--- src/rtl/pair_pkg.sv ---
package pair_pkg;
  typedef enum logic [3:0] {
    OC_MOV     = 4'd0,
    OC_ALU     = 4'd1,
    OC_ADCSBB  = 4'd2,
    OC_CMPTEST = 4'd3,
    OC_INCDEC  = 4'd4,
    OC_STACK   = 4'd5,
    OC_LEA     = 4'd6,
    OC_NOP     = 4'd7,
    OC_SHIFT   = 4'd8,
    OC_ROTCIMM = 4'd9,
    OC_JMP     = 4'd10,
    OC_CALL    = 4'd11,
    OC_JCC     = 4'd12,
    OC_CPLX0   = 4'd13,
    OC_CPLX1   = 4'd14,
    OC_CPLX2   = 4'd15
  } opc_e;

  localparam int unsigned N_RULE = 9;
  localparam int unsigned CODE_W = $clog2(N_RULE + 1);

  function automatic logic is_branch(input logic [3:0] op);
    return (op == OC_JMP) || (op == OC_CALL) || (op == OC_JCC);
  endfunction

  function automatic logic in_simple_set(input logic [3:0] op);
    return (op != OC_ROTCIMM) && (op < OC_CPLX0);
  endfunction
endpackage

--- src/rtl/pair_slot_rules.sv ---
module pair_slot_rules
  import pair_pkg::*;
#(
  parameter bit          SLOT_U = 1'b1,
  parameter int unsigned LEN_W  = 4
) (
  input  logic [3:0]       op,
  input  logic             simple,
  input  logic             disp,
  input  logic             imm,
  input  logic             pfx,
  input  logic             esc,
  input  logic [LEN_W-1:0] len,
  input  logic             pdv,
  output logic             not_simple,
  output logic             shift_bad,
  output logic             carry_bad,
  output logic             branch_bad,
  output logic             dispimm_bad,
  output logic             pfx_bad,
  output logic             len_bad
);
  always_comb begin
    not_simple  = !simple || !in_simple_set(op);
    dispimm_bad = disp && imm;
  end

  generate
    if (SLOT_U) begin : g_primary
      always_comb begin
        shift_bad  = 1'b0;
        carry_bad  = (op == OC_ADCSBB);
        branch_bad = is_branch(op);
        pfx_bad    = 1'b0;
        len_bad    = (len != LEN_W'(1)) && !pdv;
      end
    end else begin : g_secondary
      always_comb begin
        shift_bad  = (op == OC_SHIFT);
        carry_bad  = 1'b0;
        branch_bad = 1'b0;
        pfx_bad    = pfx || (esc && (op != OC_JCC));
        len_bad    = 1'b0;
      end
    end
  endgenerate
endmodule

--- src/rtl/pair_hazard.sv ---
module pair_hazard
  import pair_pkg::*;
#(
  parameter int unsigned N_REG = 8
) (
  input  logic [3:0]       u_op,
  input  logic [3:0]       v_op,
  input  logic [N_REG-1:0] u_rd,
  input  logic [N_REG-1:0] u_wr,
  input  logic [N_REG-1:0] v_rd,
  input  logic [N_REG-1:0] v_wr,
  input  logic             u_frd,
  input  logic             u_fwr,
  input  logic             v_frd,
  input  logic             v_fwr,
  output logic             hazard
);
  logic reg_raw, reg_war, flg_raw, flg_war, flg_exempt;

  always_comb begin
    reg_raw    = |(v_rd & u_wr);
    reg_war    = |(v_wr & u_rd);
    flg_exempt = (u_op == OC_CMPTEST) && (v_op == OC_JCC);
    flg_raw    = u_fwr && v_frd && !flg_exempt;
    flg_war    = v_fwr && u_frd;
    hazard     = reg_raw || reg_war || flg_raw || flg_war;
  end
endmodule

--- src/rtl/pair_prio.sv ---
module pair_prio #(
  parameter int unsigned N_IN   = 9,
  parameter int unsigned CODE_W = 4
) (
  input  logic [N_IN-1:0]   fail,
  output logic [CODE_W-1:0] code
);
  always_comb begin
    code = '0;
    for (int i = N_IN - 1; i >= 0; i--) begin
      if (fail[i]) code = CODE_W'(i + 1);
    end
  end
endmodule

--- src/rtl/pair_check.sv ---
module pair_check
  import pair_pkg::*;
#(
  parameter int unsigned N_REG = 8,
  parameter int unsigned LEN_W = 4
) (
  input  logic             clk,
  input  logic             rst_n,
  input  logic             u_valid,
  input  logic [3:0]       u_op,
  input  logic             u_simple,
  input  logic             u_disp,
  input  logic             u_imm,
  input  logic             u_pfx,
  input  logic             u_esc,
  input  logic [LEN_W-1:0] u_len,
  input  logic             u_pdv,
  input  logic [N_REG-1:0] u_rd,
  input  logic [N_REG-1:0] u_wr,
  input  logic             u_frd,
  input  logic             u_fwr,
  input  logic             v_valid,
  input  logic [3:0]       v_op,
  input  logic             v_simple,
  input  logic             v_disp,
  input  logic             v_imm,
  input  logic             v_pfx,
  input  logic             v_esc,
  input  logic [LEN_W-1:0] v_len,
  input  logic             v_pdv,
  input  logic [N_REG-1:0] v_rd,
  input  logic [N_REG-1:0] v_wr,
  input  logic             v_frd,
  input  logic             v_fwr,
  output logic             pair_ok,
  output logic [CODE_W-1:0] reason
);
  logic u_ns, u_sh, u_cy, u_br, u_di, u_pf, u_ln;
  logic v_ns, v_sh, v_cy, v_br, v_di, v_pf, v_ln;
  logic hazard;
  logic [N_RULE-1:0]  fail;
  logic [CODE_W-1:0]  code_d;
  logic               ok_d;
  logic               ok_q;
  logic [CODE_W-1:0]  code_q;
  logic               load_en;

  pair_slot_rules #(.SLOT_U(1'b1), .LEN_W(LEN_W)) u_rules_u (
    .op(u_op), .simple(u_simple), .disp(u_disp), .imm(u_imm), .pfx(u_pfx),
    .esc(u_esc), .len(u_len), .pdv(u_pdv),
    .not_simple(u_ns), .shift_bad(u_sh), .carry_bad(u_cy), .branch_bad(u_br),
    .dispimm_bad(u_di), .pfx_bad(u_pf), .len_bad(u_ln)
  );

  pair_slot_rules #(.SLOT_U(1'b0), .LEN_W(LEN_W)) u_rules_v (
    .op(v_op), .simple(v_simple), .disp(v_disp), .imm(v_imm), .pfx(v_pfx),
    .esc(v_esc), .len(v_len), .pdv(v_pdv),
    .not_simple(v_ns), .shift_bad(v_sh), .carry_bad(v_cy), .branch_bad(v_br),
    .dispimm_bad(v_di), .pfx_bad(v_pf), .len_bad(v_ln)
  );

  pair_hazard #(.N_REG(N_REG)) u_hazard (
    .u_op(u_op), .v_op(v_op), .u_rd(u_rd), .u_wr(u_wr), .v_rd(v_rd), .v_wr(v_wr),
    .u_frd(u_frd), .u_fwr(u_fwr), .v_frd(v_frd), .v_fwr(v_fwr), .hazard(hazard)
  );

  // Rule vector, bit i maps to reason code i+1 (lowest index wins).
  always_comb begin
    fail[0] = !(u_valid && v_valid);
    fail[1] = u_ns || v_ns;
    fail[2] = u_sh || v_sh;
    fail[3] = u_cy || v_cy;
    fail[4] = u_br || v_br;
    fail[5] = u_di || v_di;
    fail[6] = u_pf || v_pf;
    fail[7] = u_ln || v_ln;
    fail[8] = hazard;
    ok_d    = ~|fail;
  end

  pair_prio #(.N_IN(N_RULE), .CODE_W(CODE_W)) u_prio (
    .fail(fail), .code(code_d)
  );

  assign load_en = 1'b1;

  always_ff @(posedge clk or negedge rst_n) begin
    if (!rst_n) begin
      ok_q   <= 1'b0;
      code_q <= CODE_W'(1);
    end else if (load_en) begin
      ok_q   <= ok_d;
      code_q <= code_d;
    end
  end

  assign pair_ok = ok_q;
  assign reason  = code_q;

  // Assertion support: marks the first clock after reset release.
  logic armed;
  always_ff @(posedge clk or negedge rst_n) begin
    if (!rst_n) armed <= 1'b0;
    else        armed <= 1'b1;
  end

  p_invalid_r1: assert property (@(posedge clk) disable iff (!rst_n || !armed)
    !$past(u_valid && v_valid) |-> (!pair_ok && reason == CODE_W'(1)));

  p_ok_code_r11: assert property (@(posedge clk) disable iff (!rst_n)
    pair_ok == (reason == '0));

  p_dispimm_r6: assert property (@(posedge clk) disable iff (!rst_n || !armed)
    pair_ok |-> $past(!(u_disp && u_imm) && !(v_disp && v_imm)));

  p_len_gate_r8: assert property (@(posedge clk) disable iff (!rst_n || !armed)
    pair_ok |-> $past((u_len == LEN_W'(1)) || u_pdv));

  p_reg_dep_r9: assert property (@(posedge clk) disable iff (!rst_n || !armed)
    pair_ok |-> $past(((v_rd & u_wr) | (v_wr & u_rd)) == '0));

  p_vshift_r3: assert property (@(posedge clk) disable iff (!rst_n || !armed)
    pair_ok |-> $past(v_op != OC_SHIFT));

  p_vprefix_r7: assert property (@(posedge clk) disable iff (!rst_n || !armed)
    pair_ok |-> $past(!v_pfx && (!v_esc || v_op == OC_JCC)));
endmodule

--- config.mk ---
export PLATFORM = sky130hd
export DESIGN_NAME = pair_check
export DESIGN_NICKNAME = d
export VERILOG_FILES = /design/src/rtl/pair_pkg.sv /design/src/rtl/pair_slot_rules.sv /design/src/rtl/pair_hazard.sv /design/src/rtl/pair_prio.sv /design/src/rtl/pair_check.sv
export SDC_FILE = /design/constraint.sdc
export NUM_CORES = 1
export LEC_CHECK = 0
export BUFFER_PORTS_ARGS = -buffer_cell sky130_fd_sc_hd__buf_2
export CORE_MARGIN = 8
export CORE_UTILIZATION = 25
export DETAILED_ROUTE_END_ITERATION = 10
export GPL_ROUTABILITY_DRIVEN = 0
export GPL_TIMING_DRIVEN = 0
export PLACE_DENSITY = 0.76
export SKIP_CTS_REPAIR_TIMING = 1
export SKIP_LAST_GASP = 1
export SYNTH_ARGS = -nofsm -noshare
export SYNTH_HDL_FRONTEND = slang
export SYNTH_SLANG_ARGS = --single-unit
--- constraint.sdc ---
create_clock -name clk -period 0.8 [get_ports clk]
set_input_delay 0.04 -clock clk [delete_from_list [all_inputs] [get_ports clk]]
set_output_delay 0.04 -clock clk [all_outputs]
set_load 0.02 [all_outputs]
**After elaboration in Yosys (flattened, before gate mapping)**

Cells that the tools add are included.

- Input port bits: 68
- Latch bits: 0
- Word-level logic and storage cells: 58
- ROM bits: 0
- Flip-flop bits (word level): 5
- Memories: 0
- Bits in writable memories: 0
- Output and inout port bits: 5

- $lt $le $gt $ge: 2
- $mul: 0
- Equality and inequality tests: 11
- Div/mod/pow operators: 0
- Reductions and logical operators: 32
- $add $sub $neg: 0
- Mux-type cells: 9
- Bitwise logic cells: 2
- Shifts and indexed selects: 0

Operator list:

| cell | count |
|---|---|
| $mux 4 | 9 |
| $eq 4x4->1 const B | 5 |
| $and 8x8->8 | 2 |
| $reduce_or 8->1 | 2 |
| $ne 4x4->1 const B | 3 |
| $logic_and 1x1->1 | 11 |
| $logic_or 1x1->1 | 10 |
| $reduce_or 9->1 | 1 |
| $eq 4x2->1 const B | 2 |
| $logic_not 1->1 | 8 |
| $lt 4x4->1 const B | 2 |
| $ne 4x1->1 const B | 1 |

**Depth between registers and ports, before layout**

Gate-level depths: netlist of run 1.

- Word-level depth: 15
- Gate-level depth with buffers: 5
- Gate-level depth less buffers: 5

**Cells and area by module**

Synthesis of run 1 repeated with hierarchy kept, for this count alone.

- Cell total of the unflattened synthesis: 71
- Area, all modules: 581.8 um^2

By module, submodules not included:

| module | area an instance (um^2) | cells each | seq. area each (um^2) | times used |
|---|---|---|---|---|
| pair_check | 209.0 | 17 | 126.4 | 1 |
| pair_hazard | 113.9 | 16 | 0.0 | 1 |
| pair_prio | 91.3 | 14 | 0.0 | 1 |
| pair_slot_rules (u_rules_u) | 91.3 | 13 | 0.0 | 1 |
| pair_slot_rules (u_rules_v) | 76.3 | 11 | 0.0 | 1 |

**Worst setup path after synthesis of run 1**

No wires, ideal clock.

- Path kind: input to register
- Start point: input port v_op[0]
- End point: register code_q[3], in the netlist reason[3]
- Arrival time: 1.173 ns
- Library setup time: 0.128 ns
- Buffers on the path: 0
- Setup slack: -0.502 ns
- Stages on the path: 5
- Data required time: 0.672 ns
- Cells stage by stage: nand4bb_1 > or4b_1 > a31oi_1 > nand3b_1 > nor4b_1

- Cells in the longest elaborated chain, start to end: 15
- Elaborated cells between the ends (all ways): 25
- Classes of those cells: order compare (1); eq/ne (4); mux (9); reduce/logical (11)

Ends and longest elaborated chain:

| element | line | RTL |
|---|---|---|
| start: declaration | pair_check.sv:23 | `input logic [3:0] v_op,` |
| $eq 4x4->1 | pair_hazard.sv:23 | `flg_exempt = (u_op == OC_CMPTEST) && (v_op == OC_JCC);` |
| $logic_and 1x1->1 | pair_hazard.sv:23 |  |
| $logic_not 1->1 | pair_hazard.sv:24 | `flg_raw = u_fwr && v_frd && !flg_exempt;` |
| $logic_and 1x1->1 | pair_hazard.sv:24 |  |
| $logic_or 1x1->1 (2 in series) | pair_hazard.sv:26 | `hazard = reg_raw \|\| reg_war \|\| flg_raw \|\| flg_war;` |
| $mux 4 (7 in series) | pair_prio.sv:11 | `if (fail[i]) code = CODE_W'(i + 1);` |
| $mux 4 (*) (2 in series) | pair_prio.sv:11 |  |
| net code_d[3] | pair_check.sv:42 | `logic [CODE_W-1:0] code_d;` |
| end signal: assignment | pair_check.sv:93 | `code_q <= code_d;` |
| end: declaration | pair_check.sv:45 | `logic [CODE_W-1:0] code_q;` |

The timed path passes the listed nets; every way through them passes the cells marked *.

**Final worst setup path of run 1**

Same ends and word-level chain as after synthesis.

==> flow_metrics.env, run 1 <==
export IMPL_status="finished, violations left"
export IMPL_violations="negative setup slack"
export IMPL_drt_iter0_markers=11
export IMPL_fin_area_mm2=0.001010
export IMPL_rows=16
export IMPL_ant_nets=0
export IMPL_critPathLaunchType="input pin"
export IMPL_die_x_um=59.78
export IMPL_wl_per_cell_um=13.70
export IMPL_yosysTopAreaCell="dfrtp_1"
export IMPL_vias=763
export IMPL_synth_area_leaders="dfrtp_1, a21oi_1, a22oi_1, dfstp_2, nor2_1"
export IMPL_cts_tree="built"
export IMPL_netSwitchingPower_mw=0.2646
export IMPL_yosys_warnings=0
export IMPL_routed_wl_mm=2.165
export IMPL_grt_max_degree=8
export IMPL_holdWs_ns=0.1170
export IMPL_grt_busiest_layer="met2"
export IMPL_async_flop_share_pct=100.0
export IMPL_clkSinkCount=5
export IMPL_synthMuxAreaShare_pct=4.700
export IMPL_yosysSeqAreaShare_pct=26.37
export IMPL_irDropWorstVdd_mv=0.3973
export IMPL_met2_usage_pct=23.08
export IMPL_synth_top_area_share_pct=20.89
export IMPL_timing_fmax_mhz=790.9
export IMPL_dp_slack_ns=-0.7421
export IMPL_crit_type="in2reg"
export IMPL_io_pins=73
export IMPL_crit_path_end_kind="flip-flop"
export IMPL_critPathSlowestCell="or4b_4"
export IMPL_fill_cells=187
export IMPL_synth_compound_area_share_pct=33.42
export IMPL_slew_viol_final=0
export IMPL_cts_clk_slew_worst_paths_ns=0.04
export IMPL_p_int_mw=0.6785
export IMPL_nets=200
export IMPL_netlist_instances=59
export IMPL_min_to="pair_ok"
export IMPL_tightest_slew_ns=0.4428
export IMPL_setup_viol=6
export IMPL_antenna_found_initial=0
export IMPL_drc_errors=0
export IMPL_synth_xor_area_share_pct=0
export IMPL_arrival_ns=1.37
export IMPL_avgSynthCellArea_um2=8.122
export IMPL_use_met3_pct=3.656
export IMPL_grt_pass1_wl_mm=3.194
export IMPL_rsz0062_at_grt="true"
export IMPL_ys_flop_type="dfrtp_1"
export IMPL_required_ns=0.90
export IMPL_period_needed_ns=1.264
export IMPL_relSlewSlack_pct=70.48
export IMPL_min_path_type="in2reg"
export IMPL_drive_gt1_share_pct=67.94
export IMPL_cap_violations=0
export IMPL_synth_top_family_by_area="simple AND/OR/NAND/NOR gates"
export IMPL_die_h_um=59.78
export IMPL_cts_buffers=3
export IMPL_synth_distinct_cells=27
export IMPL_p_clk_share_pct=30.2
export IMPL_synth_edf_count=0
export IMPL_grtUsageMet1_pct=10.05
export IMPL_finalWorstSetupSlack_ns=-0.4644
export IMPL_ys_seq_elements=5
export IMPL_powerDensity_mw_per_mm2=934.0
export IMPL_clockBufferDepth=2
export IMPL_slowest_delay_ns=0.55
export IMPL_p_leak_nw=0.4941
export IMPL_htreeDepth=1
export IMPL_dr_pass1_iters=4
export IMPL_syn_to_final_growth_pct=110.7
export IMPL_grt_pass1_vias=808
export IMPL_port_buffers=65
export IMPL_dieArea_mm2=0.003574
export IMPL_synth_common_cells="a21oi_1, nor2_1, nand2_1, a22oi_1, dfrtp_1"
export IMPL_core_area_mm2=0.001882
export IMPL_synthSimpleGateAreaFrac_pct=34.73
export IMPL_min_path_cells=4
export IMPL_placed_area_um2=852.1
export IMPL_crit_family="simple AND/OR/NAND/NOR gates"
export IMPL_cts_root_buf="clkbuf_4"
export IMPL_finalHoldViolations=0
export IMPL_swShare_pct=28.06
export IMPL_grt_usage_pct=11.52
export IMPL_combPwrFrac_pct=41.3
export IMPL_grt_ovfl_total=0
export IMPL_diodes=0
export IMPL_avgViaCountPerCell=4.829
export IMPL_path_max_fanout=4
export IMPL_yosys_area_share_adder_pct=0
export IMPL_min_from="v_pfx"
export IMPL_initial_utilization_pct=25.47
export IMPL_netlist_area_um2=479.2
export IMPL_timing_critical_path_buf_inv=1
export IMPL_synth_fp_nets=127
export IMPL_p_total_mw=0.9431
export IMPL_p_seq_share_pct=28.6
export IMPL_hpwlAfterDp_mm=1.851
export IMPL_period_share_pct=158.0
export IMPL_worstPathCellList="buf_8 > nand4bb_4 > or4b_4 > a31oi_4 > nand3b_1 > nor4b_1"
==> cell families (layout without fill, tap and decap cells) <==
| kind of cell | after synthesis | count (layout) |
|---|---|---|
| compound gates | 23 | 23 |
| buf+inv | 1 | 73 |
| flops | 5 | 5 |
| mux | 2 | 2 |
| simple gates | 28 | 28 |
==> state kept, by name (all words and copies together), names as in the netlist <==
signal	flops
reason	4
pair_ok	1
==> area by class of cell <==
| class | instances | area [µm²] | area share (%) |
|---|---|---|---|
| clock buffer | 4 | 26.28 | 2.602 |
| sequential | 5 | 126.4 | 12.52 |
| tap | 27 | 33.78 | 3.346 |
| inverter | 1 | 3.754 | 0.3717 |
| multi-input combinational | 53 | 430.4 | 42.63 |
| timing repair buffer | 68 | 389.1 | 38.54 |
==> per-stage QoR <==
step / setup TNS [ns] / instances / utilization [%]
after floorplan: -1.330 / 59 / -
after global placement: -2.682 / 151 / 45.28
after detailed placement: -2.656 / 151 / 45.28
after CTS: -1.570 / 155 / 46.68
after global routing: -1.757 / 158 / 53.66
final: -1.533 / 158 / 53.66
==> metal layers <==
metal  up-vias  share of wire (%)
met5         -                  0
met4         0               0.37
met3         2                7.1
met2        22                 60
met1       358                 33
li1        381                  -
==> how the worst max path moves through the flow <==
stage                     startpoint        end  cells after the start
after floorplan              v_op[0]  reason[3]                      5
after global placement       v_op[1]  reason[3]                      6
after detailed placement     v_op[0]  reason[3]                      6
after CTS                    v_op[0]  reason[3]                      6
after global routing         v_op[0]  reason[3]                      6
final                        v_op[0]  reason[3]                      6
==> placed cells by master, fill, tap and decap left out, types with 3 or more instances in the layout <==
cell type   n
a21oi_1     3
nor4b_1     3
a21oi_2     3
a22oi_1     4
nor2_1      5
dfrtp_1     4
clkbuf_4    3
buf_6       5
buf_2      60
nand2_1     5
==> power by group through the flow <==
stage	clock network [mW]	logic, mW	registers [mW]
2_1_floorplan	0	0.123	0.283
3_3_place_gp	0	0.315	0.270
3_5_place_dp	0	0.325	0.271
4_1_cts	0.298	0.326	0.267
5_1_grt	0.303	0.429	0.270
6_report	0.284	0.389	0.270
(Power assumes the default switching activity.)
==> run 2: changes to the inputs <==
Settings changed: CORE_UTILIZATION 25 to 30, PLACE_DENSITY 0.76 to 0.85.
Clock period 0.8 ns to 1.6 ns, I/O delays scaled along.
==> run 2 against run 1 <==
Against the previous run:
- the run now ends clean
- final cell count is 8.2% lower
- sequential power is 50% lower
- routed wire length decreased by 3.6%
- first-iteration DRC count increased by 18%
- clock power down 50%
- critical path type unchanged
- critical endpoint unchanged
==> flow_metrics.env, run 2 (synthesis results as in run 1) <==
export IMPL_dr_pass1_iters=4
export IMPL_cts_tree="built"
export IMPL_mostFrequentLayoutCells="buf_2, a21oi_1, nor2_1"
export IMPL_vias=722
export IMPL_timing_fmax_mhz=748.0
export IMPL_slew_viol_final=0
export IMPL_fin_setup_tns_ns=0
export IMPL_largest_reg_flops=4
export IMPL_crit_type="in2reg"
export IMPL_crit_path_end_kind="flip-flop"
export IMPL_critPathSlowestCell="or4b_1"
export IMPL_grt_usage_pct=12.51
export IMPL_nets=198
export IMPL_die_x_um=55.97
export IMPL_irDropWorstVdd_mv=0.1596
export IMPL_ant_nets=0
export IMPL_p_leak_nw=0.4578
export IMPL_multiInputGateArea_um2=349.1
export IMPL_syn_to_final_growth_pct=79.63
export IMPL_core_area_mm2=0.001506
export IMPL_drive_gt1_share_pct=57.36
export IMPL_grt_pass1_vias=750
export IMPL_tightest_slew_ns=0.4119
export IMPL_grt_max_degree=8
export IMPL_drc_errors=0
export IMPL_avgViaCountPerCell=4.979
export IMPL_rows=14
export IMPL_clkSinkCount=5
export IMPL_die_h_um=55.97
export IMPL_rsz0062_at_grt="false"
export IMPL_io_pins=73
export IMPL_clockBufferDepth=2
export IMPL_dieArea_mm2=0.003132
export IMPL_fin_util_pct=57.14
export IMPL_cts_clk_slew_worst_paths_ns=0.04
export IMPL_diodes=0
export IMPL_worstPathCellList="buf_2 > nand4bb_1 > or4b_1 > a31oi_1 > nand3b_1 > nor4b_1"
export IMPL_drt_iter0_markers=13
export IMPL_path_max_fanout=5
export IMPL_powerDensity_mw_per_mm2=506.3
export IMPL_cts_root_buf="clkbuf_4"
export IMPL_min_path_type="in2async"
export IMPL_period_needed_ns=1.337
export IMPL_crit_family="simple AND/OR/NAND/NOR gates"
export IMPL_slowest_delay_ns=0.51
export IMPL_grt_pass1_wl_mm=3.270
export IMPL_relSlewSlack_pct=72.54
export IMPL_setup_viol=0
export IMPL_cts_buffers=3
export IMPL_layout_commonest_cell="buf_2"
export IMPL_seqCellArea_um2=126.4
export IMPL_htreeDepth=1
export IMPL_fill_cells=138
export IMPL_finalHoldViolations=0
export IMPL_period_share_pct=83.55
export IMPL_initial_utilization_pct=31.81
export IMPL_antenna_found_initial=0
export IMPL_critPathLaunchType="input pin"
export IMPL_required_ns=1.71
export IMPL_hpwlAfterDp_mm=1.910
export IMPL_wl_per_cell_um=14.40
export IMPL_timing_critical_path_buf_inv=1
export IMPL_port_buffers=65
export IMPL_cap_violations=0
export IMPL_routed_wl_mm=2.088
export IMPL_arrival_ns=1.45
export IMPL_grt_ovfl_total=0
export IMPL_status="finished, final reports clean"
==> run 2: worst max path at each step <==
stage,from,depth (start not counted),slack (ns),to
after CTS,v_op[1],6,0.27,reason[3]
after global routing,v_op[1],6,0.17,reason[3]
after global placement,v_op[1],6,0.03,reason[3]
after floorplan,v_op[0],5,0.26,reason[3]
final,v_op[1],6,0.26,reason[3]
after detailed placement,v_op[1],6,0.009,reason[3]
==> run 2: report_power, final <==
group / leakage, nW / switching, mW / internal [mW] / total, mW
clock: 0.0150 / 0.0481 / 0.0940 / 0.142
combinational: 0.377 / 0.0698 / 0.0904 / 0.160
sequential: 0.0653 / 0.000754 / 0.133 / 0.134
==> run 2: layout make-up <==
cell class	count	share of cell area, %
Multi-Input combinational cell	53	40.55
Clock buffer	4	3.052
Inverter	1	0.4360
Sequential cell	5	14.68
Timing Repair Buffer	66	38.95
Tap cell	16	2.326
==> run 2: through the flow <==
stage	area [µm²]	hold slack [ns]	power (mW)	std cells	setup WS [ns]
2_1_floorplan	479.2	-0.2156	0.1990	59	0.2583
3_3_place_gp	824.5	-0.1088	0.2876	140	0.03326
3_5_place_dp	824.5	-0.1070	0.2940	140	0.009105
4_1_cts	850.8	-0.3648	0.4408	144	0.2666
5_1_grt	860.8	0.1943	0.4660	145	0.1692
6_report	860.8	0.1778	0.4358	145	0.2631
==> run 2: per-layer routing <==
layer	part of all wire, %	wire length [µm]	GRT usage (%)
met5	0	0	0
met4	0.62	13	5.842
met3	7.4	154	4.338
met2	58	1219	24.56
met1	34	700	10.70
==> run 3: changes to the inputs <==
Settings changed: CORE_UTILIZATION 30 to 25, PLACE_DENSITY 0.85 to 0.76.
Clock period 1.6 ns to 1.2 ns, I/O delays scaled along.
==> run 3 against run 2 <==
Against the previous run:
- the flow now finishes with violations (negative setup slack)
- flip-flop and latch count is the same
- non-clock buffer count up 1
- final area increased by 8.4%
- power is 37% higher
- sequential share of layout area decreased by 1.1 points
- hold slack worse by 0.0051 ns
- largest cell class unchanged
- via count increased by 4.7%
- core utilization fell by 7.5 points
- combinational power is 46% higher
- worst setup slack got worse by 0.30 ns
- count of clock-buffer cells in the layout did not move
- routed wire length up 5.9%
==> flow_metrics.env, run 3 (synthesis results as in run 1) <==
export IMPL_die_h_um=59.78
export IMPL_slew_viol_final=0
export IMPL_grt_ovfl_total=0
export IMPL_grt_pass1_wl_mm=3.332
export IMPL_arrival_ns=1.35
export IMPL_dieArea_mm2=0.003574
export IMPL_syn_to_final_growth_pct=94.78
export IMPL_grt_pass1_vias=822
export IMPL_violations="negative setup slack"
export IMPL_mostFrequentLayoutCells="buf_2, a21oi_1, nor2_1"
export IMPL_combPwrFrac_pct=39.2
export IMPL_cts_clk_slew_worst_paths_ns=0.04
export IMPL_grtUsageMet1_pct=11.25
export IMPL_critPathLaunchType="input pin"
export IMPL_diodes=0
export IMPL_period_needed_ns=1.242
export IMPL_htreeDepth=1
export IMPL_vias=756
export IMPL_setup_viol=1
export IMPL_grt_usage_pct=11.73
export IMPL_use_met3_pct=3.226
export IMPL_drc_errors=0
export IMPL_wl_per_cell_um=14.08
export IMPL_p_int_mw=0.4354
export IMPL_p_seq_share_pct=29.9
export IMPL_cts_tree="built"
export IMPL_p_clk_share_pct=30.9
export IMPL_timing_fmax_mhz=805.4
export IMPL_io_pins=73
export IMPL_finalWorstSetupSlack_ns=-0.04161
export IMPL_largest_reg_flops=4
export IMPL_clkSinkCount=5
export IMPL_path_max_fanout=2
export IMPL_port_buffers=65
export IMPL_min_path_type="in2async"
export IMPL_layout_commonest_cell="buf_2"
export IMPL_routed_wl_mm=2.211
export IMPL_irDropWorstVdd_mv=0.2232
export IMPL_swShare_pct=26.96
export IMPL_antenna_found_initial=0
export IMPL_initial_utilization_pct=25.47
export IMPL_clockBufferDepth=2
export IMPL_drive_gt1_share_pct=60.00
export IMPL_cts_buffers=3
export IMPL_fin_setup_tns_ns=-0.04161
export IMPL_crit_path_end_kind="flip-flop"
export IMPL_grt_busiest_layer="met2"
export IMPL_grt_max_degree=8
export IMPL_required_ns=1.31
export IMPL_period_share_pct=103.5
export IMPL_powerDensity_mw_per_mm2=638.6
export IMPL_relSlewSlack_pct=70.90
export IMPL_netSwitchingPower_mw=0.1607
export IMPL_finalHoldViolations=0
export IMPL_dp_slack_ns=-0.3853
export IMPL_p_leak_nw=0.4743
export IMPL_nets=199
export IMPL_rows=16
export IMPL_rsz0062_at_grt="true"
export IMPL_cap_violations=0
export IMPL_die_x_um=59.78
export IMPL_met2_usage_pct=22.46
export IMPL_status="finished, violations left"
export IMPL_core_area_mm2=0.001882
export IMPL_crit_type="in2reg"
export IMPL_ant_nets=0
export IMPL_dr_pass1_iters=4
export IMPL_cts_root_buf="clkbuf_4"
export IMPL_drt_iter0_markers=22
export IMPL_avgViaCountPerCell=4.815
export IMPL_hpwlAfterDp_mm=1.886
export IMPL_tightest_slew_ns=0.4365
-- run 3: worst paths after layout --
kind | slack [ns] | end | start
worst max-delay path | -0.04 | reason[3] | v_op[0]
worst min-delay path | 0.17 | reason[3] | rst_n
max in group asynchronous | 0.82 | reason[0] | rst_n
min in group clk | 0.17 | pair_ok | v_pfx
-- run 3: worst max-delay path, stage by stage --
cell and delay (ns):
buf_8 0.09, nand4bb_4 0.21, or4b_4 0.55, a31oi_4 0.15, nand3b_1 0.12, nor4b_1 0.16
-- run 3: metrics by stage --
step	hold WS [ns]	util, %	std cells	total power [mW]	instance area (µm²)
after floorplan	-0.2356	-	59	0.2653	479.2
after global placement	-0.1284	44.55	151	0.3833	838.3
after detailed placement	-0.1276	44.55	151	0.3912	838.3
after CTS	-0.3817	45.94	155	0.5846	864.6
after global routing	0.1909	49.60	157	0.6366	933.4
final	0.1728	49.60	157	0.5960	933.4
-- run 3: power groups by stage --
stage	clock, mW	combinational, mW	sequential, mW
final	0.184	0.234	0.178
after global routing	0.200	0.258	0.178
after CTS	0.195	0.212	0.178
after detailed placement	0	0.211	0.180
after global placement	0	0.203	0.180
after floorplan	0	0.0763	0.189
-- run 3: cell type report --
class | count | area, µm²
multi-input cells | 53 | 384.1
fillers | 212 | 948.4
clock buffers | 4 | 26.28
flip-flops and latches | 5 | 126.4
well taps | 27 | 33.78
repair buffers | 67 | 359.1
inverters | 1 | 3.754
-- run 3: layer usage --
layer	routed length, µm	vias to the layer above	share of wire [%]
met5	0	-	0
met4	16	0	0.72
met3	212	2	9.6
met2	1189	34	54
met1	793	340	36
li1	-	380	-
